$ cat src/rtl/dfi_pkg.sv
package dfi_pkg;
   // flag bit positions in the status word
   localparam int F_XRDY = 0;
   localparam int F_XDR  = 1;
   localparam int F_RRDY = 2;
   localparam int F_RDR  = 3;
   localparam int NFLAG  = 4;

   // configuration word layout
   localparam int THR_W      = 6;
   localparam int TXTHR_LSB  = 0;
   localparam int TXCLR_BIT  = 6;
   localparam int RXTHR_LSB  = 8;
   localparam int RXCLR_BIT  = 14;
   localparam int CFG_MIN_W  = 15;

   function automatic int depth_of(input int code);
      return 8 << code;
   endfunction
endpackage

$ cat src/rtl/dfi_byte_fifo.sv
module dfi_byte_fifo #(
   parameter int DEPTH = 16,
   localparam int AW = $clog2(DEPTH),
   localparam int LW = AW + 1
) (
   input  logic          clk,
   input  logic          rst_n,
   input  logic          flush,
   input  logic          push,
   input  logic [7:0]    din,
   input  logic          pop,
   output logic [7:0]    dout,
   output logic [LW-1:0] level,
   output logic          full,
   output logic          empty
);
   generate
      if ((DEPTH < 2) || ((DEPTH & (DEPTH - 1)) != 0)) begin : g_bad_depth
         $error("dfi_byte_fifo: DEPTH must be a power of two of at least 2");
      end
   endgenerate

   logic [7:0]    mem [DEPTH];
   logic [AW-1:0] wr_ptr, rd_ptr;
   logic [LW-1:0] cnt_q;
   logic          do_push, do_pop;

   assign full    = (cnt_q == LW'(DEPTH));
   assign empty   = (cnt_q == '0);
   assign do_push = push && !full;
   assign do_pop  = pop && !empty;

   always_ff @(posedge clk or negedge rst_n) begin
      if (!rst_n) begin
         wr_ptr <= '0;
         rd_ptr <= '0;
         cnt_q  <= '0;
      end else if (flush) begin
         wr_ptr <= '0;
         rd_ptr <= '0;
         cnt_q  <= '0;
      end else begin
         if (do_push) wr_ptr <= wr_ptr + AW'(1);
         if (do_pop)  rd_ptr <= rd_ptr + AW'(1);
         cnt_q <= cnt_q + LW'(do_push) - LW'(do_pop);
      end
   end

   always_ff @(posedge clk) begin
      if (!flush && do_push) mem[wr_ptr] <= din;
   end

   assign dout  = empty ? 8'h00 : mem[rd_ptr];
   assign level = cnt_q;
endmodule

$ cat src/rtl/dfi_xfer_track.sv
module dfi_xfer_track #(
   parameter int CNT_W = 16
) (
   input  logic             clk,
   input  logic             rst_n,
   input  logic             start,
   input  logic             start_rx,
   input  logic [CNT_W-1:0] len,
   input  logic             host_take,
   input  logic             bus_take,
   output logic             is_rx,
   output logic [CNT_W-1:0] owed
);
   logic take;

   assign take = is_rx ? bus_take : host_take;

   always_ff @(posedge clk or negedge rst_n) begin
      if (!rst_n) begin
         is_rx <= 1'b0;
         owed  <= '0;
      end else if (start) begin
         is_rx <= start_rx;
         owed  <= len;
      end else if (take && (owed != '0)) begin
         owed  <= owed - CNT_W'(1);
      end
   end
endmodule

$ cat src/rtl/dfi_irq_flags.sv
module dfi_irq_flags
   import dfi_pkg::*;
#(
   parameter int LW    = 5,
   parameter int CNT_W = 16,
   localparam int TW   = THR_W + 1,
   localparam int CW   = ((CNT_W > LW) ? CNT_W : LW) + 2
) (
   input  logic             clk,
   input  logic             rst_n,
   input  logic             is_rx,
   input  logic [CNT_W-1:0] owed,
   input  logic [LW-1:0]    tx_level,
   input  logic [LW-1:0]    rx_level,
   input  logic [TW-1:0]    tx_thr,
   input  logic [TW-1:0]    rx_thr,
   input  logic             start,
   input  logic             clr,
   input  logic [NFLAG-1:0] clr_bits,
   output logic [NFLAG-1:0] flags
);
   logic [CW-1:0]    owed_e, txl_e, rxl_e, txt_e, rxt_e, tx_reach;
   logic [NFLAG-1:0] cond;

   assign owed_e   = CW'(owed);
   assign txl_e    = CW'(tx_level);
   assign rxl_e    = CW'(rx_level);
   assign txt_e    = CW'(tx_thr);
   assign rxt_e    = CW'(rx_thr);
   assign tx_reach = txl_e + owed_e;

   always_comb begin
      cond         = '0;
      cond[F_XRDY] = !is_rx && (owed_e != '0) && (txl_e < txt_e) && (tx_reach >= txt_e);
      cond[F_XDR]  = !is_rx && (owed_e != '0) && (tx_reach < txt_e);
      cond[F_RRDY] = is_rx && (rxl_e >= rxt_e);
      cond[F_RDR]  = is_rx && (owed_e == '0) && (rxl_e != '0) && (rxl_e < rxt_e);
   end

   genvar gi;
   generate
      for (gi = 0; gi < NFLAG; gi++) begin : g_flag
         always_ff @(posedge clk or negedge rst_n) begin
            if (!rst_n)     flags[gi] <= 1'b0;
            else if (start) flags[gi] <= 1'b0;
            else            flags[gi] <= (flags[gi] & ~(clr & clr_bits[gi])) | cond[gi];
         end
      end
   endgenerate
endmodule

$ cat src/rtl/drain_fifo_irq.sv
module drain_fifo_irq
   import dfi_pkg::*;
#(
   parameter int DEPTH_CODE = 1,
   parameter int CNT_W      = 16,
   parameter int HOST_W     = 16,
   localparam int DEPTH     = 8 << DEPTH_CODE,
   localparam int LW        = $clog2(DEPTH) + 1,
   localparam int TW        = THR_W + 1,
   localparam int DCW       = 2
) (
   input  logic              clk,
   input  logic              rst_n,
   input  logic              host_wr,
   input  logic [HOST_W-1:0] host_wdata,
   input  logic              host_rd,
   output logic [HOST_W-1:0] host_rdata,
   input  logic              cfg_wr,
   input  logic [HOST_W-1:0] cfg_wdata,
   input  logic              stat_clr,
   input  logic [NFLAG-1:0]  stat_clr_bits,
   input  logic              xfer_start,
   input  logic              xfer_rx,
   input  logic [CNT_W-1:0]  xfer_len,
   input  logic              eng_tx_pop,
   output logic [7:0]        eng_tx_byte,
   input  logic              eng_rx_push,
   input  logic [7:0]        eng_rx_byte,
   output logic [NFLAG-1:0]  stat_flags,
   output logic [LW-1:0]     tx_level,
   output logic [LW-1:0]     rx_level,
   output logic [DCW-1:0]    depth_code
);
   generate
      if ((DEPTH_CODE < 0) || (DEPTH_CODE > 3)) begin : g_bad_code
         $error("drain_fifo_irq: DEPTH_CODE must lie in 0..3");
      end
      if (HOST_W < CFG_MIN_W) begin : g_bad_host
         $error("drain_fifo_irq: HOST_W too narrow for the configuration word");
      end
      if (CNT_W < 1) begin : g_bad_cnt
         $error("drain_fifo_irq: CNT_W must be positive");
      end
   endgenerate

   // threshold configuration, stored as value minus one
   logic [THR_W-1:0] tx_thr_m1, rx_thr_m1;
   logic [TW-1:0]    tx_thr, rx_thr;
   logic             tx_flush, rx_flush;

   always_ff @(posedge clk or negedge rst_n) begin
      if (!rst_n) begin
         tx_thr_m1 <= '0;
         rx_thr_m1 <= '0;
      end else if (cfg_wr) begin
         tx_thr_m1 <= cfg_wdata[TXTHR_LSB +: THR_W];
         rx_thr_m1 <= cfg_wdata[RXTHR_LSB +: THR_W];
      end
   end

   assign tx_thr   = TW'(tx_thr_m1) + TW'(1);
   assign rx_thr   = TW'(rx_thr_m1) + TW'(1);
   assign tx_flush = cfg_wr && cfg_wdata[TXCLR_BIT];
   assign rx_flush = cfg_wr && cfg_wdata[RXCLR_BIT];

   // transfer tracking
   logic             is_rx;
   logic [CNT_W-1:0] owed;
   logic             tx_full, tx_empty, rx_full, rx_empty;
   logic             host_take, bus_take;
   logic [7:0]       rx_head;

   assign host_take = host_wr && !tx_full && !tx_flush;
   assign bus_take  = eng_rx_push && is_rx && (owed != '0) && !rx_full
                      && !xfer_start && !rx_flush;

   dfi_xfer_track #(.CNT_W(CNT_W)) u_track (
      .clk       (clk),
      .rst_n     (rst_n),
      .start     (xfer_start),
      .start_rx  (xfer_rx),
      .len       (xfer_len),
      .host_take (host_take),
      .bus_take  (bus_take),
      .is_rx     (is_rx),
      .owed      (owed)
   );

   dfi_byte_fifo #(.DEPTH(DEPTH)) u_txq (
      .clk   (clk),
      .rst_n (rst_n),
      .flush (tx_flush),
      .push  (host_wr),
      .din   (host_wdata[7:0]),
      .pop   (eng_tx_pop),
      .dout  (eng_tx_byte),
      .level (tx_level),
      .full  (tx_full),
      .empty (tx_empty)
   );

   dfi_byte_fifo #(.DEPTH(DEPTH)) u_rxq (
      .clk   (clk),
      .rst_n (rst_n),
      .flush (rx_flush),
      .push  (bus_take),
      .din   (eng_rx_byte),
      .pop   (host_rd),
      .dout  (rx_head),
      .level (rx_level),
      .full  (rx_full),
      .empty (rx_empty)
   );

   assign host_rdata = HOST_W'(rx_head);

   dfi_irq_flags #(.LW(LW), .CNT_W(CNT_W)) u_flags (
      .clk      (clk),
      .rst_n    (rst_n),
      .is_rx    (is_rx),
      .owed     (owed),
      .tx_level (tx_level),
      .rx_level (rx_level),
      .tx_thr   (tx_thr),
      .rx_thr   (rx_thr),
      .start    (xfer_start),
      .clr      (stat_clr),
      .clr_bits (stat_clr_bits),
      .flags    (stat_flags)
   );

   assign depth_code = DCW'(DEPTH_CODE);
endmodule

$ cat config.mk
export PLATFORM = sky130hd
export DESIGN_NAME = drain_fifo_irq
export DESIGN_NICKNAME = d
export VERILOG_FILES = /design/src/rtl/dfi_pkg.sv /design/src/rtl/dfi_byte_fifo.sv /design/src/rtl/dfi_xfer_track.sv /design/src/rtl/dfi_irq_flags.sv /design/src/rtl/drain_fifo_irq.sv
export SDC_FILE = /design/constraint.sdc
export NUM_CORES = 1
export LEC_CHECK = 0
export BUFFER_PORTS_ARGS = -buffer_cell sky130_fd_sc_hd__buf_2
export CORE_MARGIN = 5
export CORE_UTILIZATION = 40
export CTS_CLUSTER_SIZE = 14
export DETAILED_ROUTE_END_ITERATION = 12
export PLACE_DENSITY = 0.65
export SETUP_SLACK_MARGIN = 0.02
export SLEW_MARGIN = 30
export SYNTH_ARGS = -nofsm -noshare
export SYNTH_HDL_FRONTEND = slang
export SYNTH_SLANG_ARGS = --single-unit
$ cat constraint.sdc
create_clock -name clk -period 4.3 [get_ports clk]
set_input_delay 0.86 -clock clk [delete_from_list [all_inputs] [get_ports clk]]
set_output_delay 0.86 -clock clk [all_outputs]
set_load 0.02 [all_outputs]
* Word-level counts from Yosys, hierarchy flattened *
Memories as Yosys holds them, arrays and structs flattened.
Cells that the tools add are included.

storage, ports and cells
  bits in registers = 59
  memory bits (writable) = 256
  input port bits = 70
  word-level logic and storage cells = 115
  memories kept = 2

memory list
  name       words  width  rd ports  clocked after Yosys merged registers in  write ports  line                 RTL
  u_rxq.mem  16     8      1         0                                        1            dfi_byte_fifo.sv:23  logic [7:0] mem [DEPTH];
  u_txq.mem  16     8      1         0                                        1            dfi_byte_fifo.sv:23

cells by class
  add/sub/neg operators = 12
  order comparisons = 5
  equal/unequal tests = 2
  mux-type cells = 23
  bitwise operators = 16
  reductions and logical operators = 41

operators with widths
  cell                                                                   count
  18-bit nonzero test                                                    2
  16-bit two-way mux                                                     2
  4-bit two-way mux                                                      8
  1-bit logical AND                                                      22
  18-bit by 7-bit greater-or-equal comparator with 1-bit output          1
  18-bit zero test                                                       1
  18-bit by 7-bit < comparator with 1-bit output                         1
  5-bit by 16-bit adder with 17-bit output                               1
  4-bit by 1-bit adder with 4-bit output (second input constant)         4
  8-bit two-way mux                                                      2
  16-bit nonzero test                                                    1
  16-bit by 1-bit subtractor with 16-bit output (second input constant)  1
  6-bit by 1-bit adder with 7-bit output (second input constant)         2
  5-bit by 7-bit < comparator with 1-bit output                          2
  5-bit by 1-bit adder with 5-bit output                                 2
  5-bit == test (second input constant)                                  2
  5-bit zero test                                                        2
  5-bit two-way mux                                                      2
  2-bit nonzero test                                                     5
  5-bit by 1-bit subtractor with 5-bit output                            2
  1-bit two-way mux                                                      9
  1-bit bitwise AND                                                      8
  1-bit zero test                                                        8
  5-bit by 7-bit greater-or-equal comparator with 1-bit output           1
  other kinds (2)                                                        8

* Depth between registers and ports, before layout *
Gate-level depths: netlist of run 1.

  word-level depth = 9
  mapped depth = 14
  mapped depth without buffers = 13

* Modules after synthesis *
A second synthesis of run 1 with hierarchy kept.

unflattened totals
  cells, all modules = 962
  area total of the unflattened synthesis = 14645.3 sq um

by module, submodules not included
  module                  instances  cells each  area each (sq um)  seq. area each (sq um)
  dfi_byte_fifo at u_rxq  1          311         5858.1             4169.0
  dfi_byte_fifo at u_txq  1          305         5768.0             4169.0
  dfi_xfer_track          1          129         1139.8             425.4
  dfi_irq_flags           1          144         1077.3             100.1
  drain_fifo_irq          1          73          802.0              300.3

* Worst setup path after synthesis of run 1 *
OpenSTA, ideal clock, no wires.

  kind = register to register
  start point = reg u_txq.cnt_q[3], in the netlist u_txq.level[3]
  end point = reg u_txq.cnt_q[4], in the netlist u_txq.level[4]
  arrival time = 3.338 ns
  required time = 4.223 ns
  setup slack = 0.885 ns
  stages on the path, launching flop included = 14
  period minus slack after synthesis = 3.415 ns
  path through = dfrtp_1 -> inv_1 -> ha_1 -> nor4b_1 -> nor2b_1 -> clkbuf_1 -> ha_1 -> inv_1 -> ha_1 -> fa_1 -> a21oi_1 -> nor2_1 -> or3_1 -> a21oi_1

on the way
  cells in the longest elaborated chain, start to end = 6
  elaborated cells on any way between the ends = 9

RTL lines
  what                                             line                 RTL
  start, declared                                  dfi_byte_fifo.sv:25  logic [LW-1:0] cnt_q;
  start signal, assigned                           dfi_byte_fifo.sv:45  cnt_q <= cnt_q + LW'(do_push) - LW'(do_pop);
  5-bit == test                                    dfi_byte_fifo.sv:28  assign full = (cnt_q == LW'(DEPTH));
  1-bit zero test                                  dfi_byte_fifo.sv:30  assign do_push = push && !full;
  1-bit logical AND                                dfi_byte_fifo.sv:30
  5-bit by 1-bit adder with 5-bit output           dfi_byte_fifo.sv:45
  5-bit by 1-bit subtractor with 5-bit output (*)  dfi_byte_fifo.sv:45
  5-bit two-way mux (*)                            dfi_byte_fifo.sv:38  end else if (flush) begin

Mark *: on every way between the ends. The rest lies on a longest branch, timed or not.
A chain may end at the register's enable or synchronous reset.

* Worst setup path after layout of run 1 *
  start point = reg u_txq.rd_ptr[0]
  end point = out eng_tx_byte[5]

on the way
  cells in the longest elaborated chain, start to end = 2

RTL lines
  what                    line                  RTL
  start, declared         dfi_byte_fifo.sv:24   logic [AW-1:0] wr_ptr, rd_ptr;
  start signal, assigned  dfi_byte_fifo.sv:44   if (do_pop) rd_ptr <= rd_ptr + AW'(1);
  memory 16 x 8 bit       --
  8-bit two-way mux       dfi_byte_fifo.sv:53   assign dout = empty ? 8'h00 : mem[rd_ptr];
  end, declared           drain_fifo_irq.sv:26  output logic [7:0] eng_tx_byte,

Every way passes these cells.

==> metrics, run 1 <==
worst vdd ir 0.3369 mV; reg2reg start u_txq.level[3]$_DFF_PN0_; Post-CTS Setup Bufs 0; Vias/cell 5.166; Post-DP HPWL 19.61 mm; Worst Path Required 3440 ps; number of port buffers between 80 and 90; critical path arrival 2820 ps; Avg Cell Area, Syn approximately 16 µm²; antenna cells 0; pwr dens 597.2 nW/µm²; H-tree Lvls 2; Core Footprint 35400 µm²; final hold violations 0; Root Buffer clkbuf_16; most common cell in the netlist edfxtp_1; final instance area 16440 µm²; clk slew on worst S/H paths 60 ps; gr ovfl total 0; status finished clean; crit end category primary output; Max Cap Violations 0; fin. max-slew vios 0; flops & latches, synth 315; Netlist cell types 67; Post-CTS Hold Buffers 0; first-pass GRT wire length 44.29 mm; final wirelength 27.78 mm; Die Y 198.8 µm; largest area contributor in the netlist edfxtp_1; Clk Latency, worst-skew pair 510 ps; crit path kind reg2out; GRT Overall Usage roughly 14%; Initial Util about two fifths; register area share after synthesis 64.30%; worst hold path type in2async; Worst R2R End u_txq.level[4]$_DFF_PN0_; RSZ-0062 raised after global routing no; vias in the first global route 7736; die footprint a little under 40000 µm²; Fill cells 3008; GP Congestion around 0.83; Synth Instances 876; worst reg-to-reg setup slack 850 ps; Inserted Clock Buffers 35; Area Growth Syn to Fin 15.36%; Main synth FF type edfxtp_1; share of cells above drive strength 1 28.22%; Max Fanout on Critical Path 24; top cell type's share of synthesized area 53.94%; die outline width 198.8 µm; yosys warns 0; placed inst area 15180 µm²; nets 1096; CTS tree done; Rel. slew slack 41.93%; ys async rst share 18.73%; # rows 69; fin crit period 3679 ps; DR pass1 iterations 5; reg2reg path depth 12; crit start category flop; fmax between 200 and 300 MHz; worst clock skew 12.60 ps; io pins 110; CTS Sinks 315; Leak between 5 and 6 nW; Worst Tran Pin Value ~870 ps; Final ANT Viol Nets 0; final setup vio count 0; DR iter-0 viols around 530; routed len/inst 18.97 µm; final cycle utilization of the critical path 85.57%; Clock Path Buffers 3; vias after detailed routing 7563; number of synthesized flops with an enable pin 256; Fin Setup TNS 0 ps; largest net degree at the start of global routing 45; top cells by area, synth edfxtp_1 (54%), mux4_2 (13%), dfrtp_1 (10%), ha_1 (4.0%), xnor2_1 (1.8%); Post-CTS Resized 0; post-synthesis cell area ~14000 µm²; Post-synth top cells edfxtp_1 (256), mux4_2 (80), dfrtp_1 (59); Post-route DRC 0; antenna violations before repair 0
-- how the worst max path moves through the flow --
stage          slack [ps]                  endpoint  cells after the start                   startpoint
5_1_grt               460            eng_tx_byte[5]                      5  u_txq.rd_ptr[0]$_DFFE_PN0P_
3_5_place_dp          800  u_txq.level[4]$_DFF_PN0_                     12     u_txq.level[3]$_DFF_PN0_
4_1_cts               550            eng_tx_byte[5]                      5  u_txq.rd_ptr[0]$_DFFE_PN0P_
2_1_floorplan         880  u_txq.level[4]$_DFF_PN0_                     13     u_txq.level[3]$_DFF_PN0_
6_report              620            eng_tx_byte[5]                      5  u_txq.rd_ptr[0]$_DFFE_PN0P_
3_3_place_gp          800  u_txq.level[4]$_DFF_PN0_                     12     u_txq.level[3]$_DFF_PN0_
-- power by group --
| group | switching, W | total [W] | internal, W |
|---|---|---|---|
| logic | 0.00144 | 0.00282 | 0.00138 |
| registers | 0.000284 | 0.00378 | 0.00350 |
| clock network | 0.00117 | 0.00322 | 0.00204 |
| total | 0.00289 | 0.00982 | 0.00692 |
-- registers in the layout (all words and copies together) (netlist names) --
signal	cells
u_rxq.rd_ptr	4
u_txq.mem	128
rx_thr_m1	6
u_txq.wr_ptr	4
u_track.is_rx	1
u_txq.level	5
u_txq.rd_ptr	4
tx_thr_m1	6
u_track.owed	16
u_rxq.level	5
u_rxq.mem	128
u_flags.flags	4
u_rxq.wr_ptr	4
-- cells by family (layout without fill, tap and decap cells) --
family	Yosys count	count (layout)	share of synthesized area [%]
multiplexers	95	95	13.78
AO/OA/AOI/OAI	79	79	3.687
flip-flops	315	315	64.30
AND/OR/NAND/NOR	205	205	7.972
buffers and inverters	85	204	2.915
adder cells (fa/ha/maj)	49	49	4.460
XOR/XNOR	46	46	2.827
other	2	10	0.05270
-- cell usage in the layout, fill, tap and decap left out, drive strengths merged, types with 5 or more instances in the layout --
master	instances
nand2	48
inv	38
nor2b	25
or4	6
a21oi	17
edfxtp	256
nand3	10
and3	5
xnor2	30
buf	106
nand4	6
xor2	16
nor2	56
nor4	7
mux2i	5
clkinv	9
dfrtp	59
or3	7
mux2	10
nor3	11
o2111ai	5
and2	9
mux4	80
bufinv	9
conb	10
o21ai	25
ha	46
clkbuf	38
-- critical path: stages, from the launching register on --
cell,delay [ps]
dfrtp_2,610
buf_12,280
mux4_2,540
mux4_2,480
nor2b_1,170
buf_2,220
-- cell type report --
type	count	area (µm²)	share of cell area, %
flip-flops and latches	315	9166	55.76
repair buffers	106	600.6	3.653
clock inverters	25	369.1	2.245
clock buffers	38	887.1	5.396
inverters	35	131.4	0.7991
well taps	461	576.8	3.509
multi-input cells	484	4708	28.64
-- through the flow --
step	util [%]	power (W)	cells	hold slack (ps)	worst slack [ps]
3_5_place_dp	42.90	0.006691	1401	519.9	798.4
2_1_floorplan	-	0.005909	884	503.6	884.6
3_3_place_gp	42.89	0.006658	1401	505.7	795.0
6_report	46.44	0.009817	1464	361.6	620.6
5_1_grt	46.44	0.01037	1464	398.2	455.2
4_1_cts	46.44	0.009949	1464	364.3	551.8
-- routing by layer --
metal | vias up | track usage [%] | part of all wire (%)
li1 | 3540 | - | -
met1 | 3844 | 20.23 | 45
met3 | 38 | 2.744 | 4.7
met2 | 141 | 23.13 | 48
met4 | 0 | 3.166 | 1.6
met5 | - | 0 | 0
(Power assumes the default switching activity.)
==> inputs of run 2 (changes only) <==
- CTS_CLUSTER_SIZE: 14 -> unset
- GPL_TIMING_DRIVEN: unset -> 0
- SYNTH_HIERARCHICAL: unset -> 1
==> run 2 against run 1 <==
Effect of this change:
- first-iteration DRC count grew 1.7%
- die area grew 2.6%
- utilization grew 0.062 points
- worst setup slack worse by 74 ps
- clock power shrank 10%
- count of clock-buffer cells in the layout rose by 5
- critical endpoint is now eng_tx_byte[6]
- synthesized cell count rose by 9.7%
==> metrics, run 2 <==
gr ovfl total 0; Die Y 201.3 µm; biggest regs u_rxq/mem: 128 flops, u_txq/mem: 128 flops, u_track/owed: 16 flops; largest net degree at the start of global routing 36; crit path kind reg2out; antenna cells 0; Fill cells 3144; GP Congestion 0.8738; worst clock skew approximately 23 ps; first-pass GRT wire length 50.20 mm; CTS tree done; Layout Utilization 46.51%; crit end category primary output; Worst Path Required 3440 ps; fin. max-slew vios 0; final hold violations 0; most frequent cells in the layout edfxtp_1 (256), buf_2 (95), nor2_1 (62); Root Buffer clkbuf_16; GRT Overall Usage 15.71%; die footprint 40530 µm²; DR iter-0 viols ~540; Post-CTS Hold Buffers 0; H-tree Lvls 2; worst vdd ir 0.2927 mV; Area Growth Syn to Fin 15.45%; Clk Latency, worst-skew pair 520 ps; worst hold path type in2async; commonest non-fill, non-tap cell in the layout edfxtp_1; Rel. slew slack between 30% and 40%; Final ANT Viol Nets 0; DR pass1 iterations 4; share of cells above drive strength 1 between 20% and 30%; Clock Path Buffers 3; routed len/inst 20.06 µm; nets around 1200; Core Footprint 36350 µm²; Post-DP HPWL 21.89 mm; WHS around 300 ps; io pins 110; yosys warns 6; CTS Sinks approximately 320; final wirelength 31.88 mm; fin crit period 3753 ps; Leak 6.086 nW; die outline width a little over 200 µm; Synth Instances 961; Post-route DRC 0; critical path arrival 2890 ps; Max Cap Violations 0; RSZ-0062 raised after global routing no; post-synthesis cell area 14640 µm²; antenna violations before repair 0; Fin Setup TNS 0 ps; vias after detailed routing about 8600; status finished clean; Vias/cell 5.391; Avg Cell Area, Syn approximately 15 µm²; Initial Util 40.28%; number of port buffers 88; final cycle utilization of the critical path 87.29%; Max Fanout on Critical Path 8; Worst Tran Pin Value roughly 1000 ps; clk slew on worst S/H paths 60 ps; Inserted Clock Buffers 36; pwr dens roughly 570 nW/µm²; Post-CTS Resized 0; Post-CTS Setup Bufs 0; final setup vio count 0; fmax 266.4 MHz; # rows 70; crit start category flop; vias in the first global route 8827
run 2: worst max-delay path: stages, from the launching register on:
cell	delay (ps)
dfrtp_1	490
inv_1	110
ha_1	220
or4b_1	170
buf_2	160
inv_1	80
nor3b_4	520
a22oi_1	210
o21ai_1	190
buf_2	220
run 2: where the power goes:
part	total (W)	switching (W)	internal, W
Sequential	0.00374	0.000233	0.00350
Combinational	0.00303	0.00168	0.00135
Clock	0.00289	0.00117	0.00172
Total	0.00965	0.00308	0.00657
run 2: worst paths after layout:
kind	from	slack (ps)	endpoint	cells past startpoint
max	u_txq/level[2]$_DFF_PN0_	550	eng_tx_byte[6]	9
min	rst_n	300	u_track/owed[14]$_DFFE_PN0P_	1
max reg2reg	u_rxq/level[2]$_DFF_PN0_	830	u_rxq/mem[3][6]$_DFFE_PP_	10
min reg2reg	u_flags/flags[2]$_DFF_PN0_	530	u_flags/flags[2]$_DFF_PN0_	2
max in group asynchronous	rst_n	3460	u_rxq/rd_ptr[1]$_DFFE_PN0P_	2
min in group clk	u_flags/flags[2]$_DFF_PN0_	530	u_flags/flags[2]$_DFF_PN0_	2
run 2: layout make-up:
cell class                      instances  area, µm²  area share [%]
Tap cell                              468      585.6           3.464
Timing Repair Buffer                   93      493.0           2.916
Sequential cell                       315       9164           54.21
Inverter                               55      206.4           1.221
Multi-Input combinational cell        550       5027           29.74
Clock inverter                         16      181.4           1.073
Buffer                                 49      319.1           1.887
Clock buffer                           43      927.1           5.485
run 2: layer usage:
metal,GRT usage (%),wire length (µm)
met5,0,0
met4,4.614,804
met3,2.917,1574
met2,26.38,15730
met1,21.03,13770
run 2: per-stage QoR:
stage / cell area [µm²] / total power (W) / setup WS [ps] / instances
finish: 16900 / 0.009651 / 546.5 / 1589
global route: 16900 / 0.01022 / 338.0 / 1589
CTS: 16900 / 0.009762 / 520.4 / 1589
detailed placement: 15790 / 0.006850 / 789.3 / 1530
global placement: 15700 / 0.006758 / 498.7 / 1525
floorplan: 14670 / 0.005961 / 1284 / 969
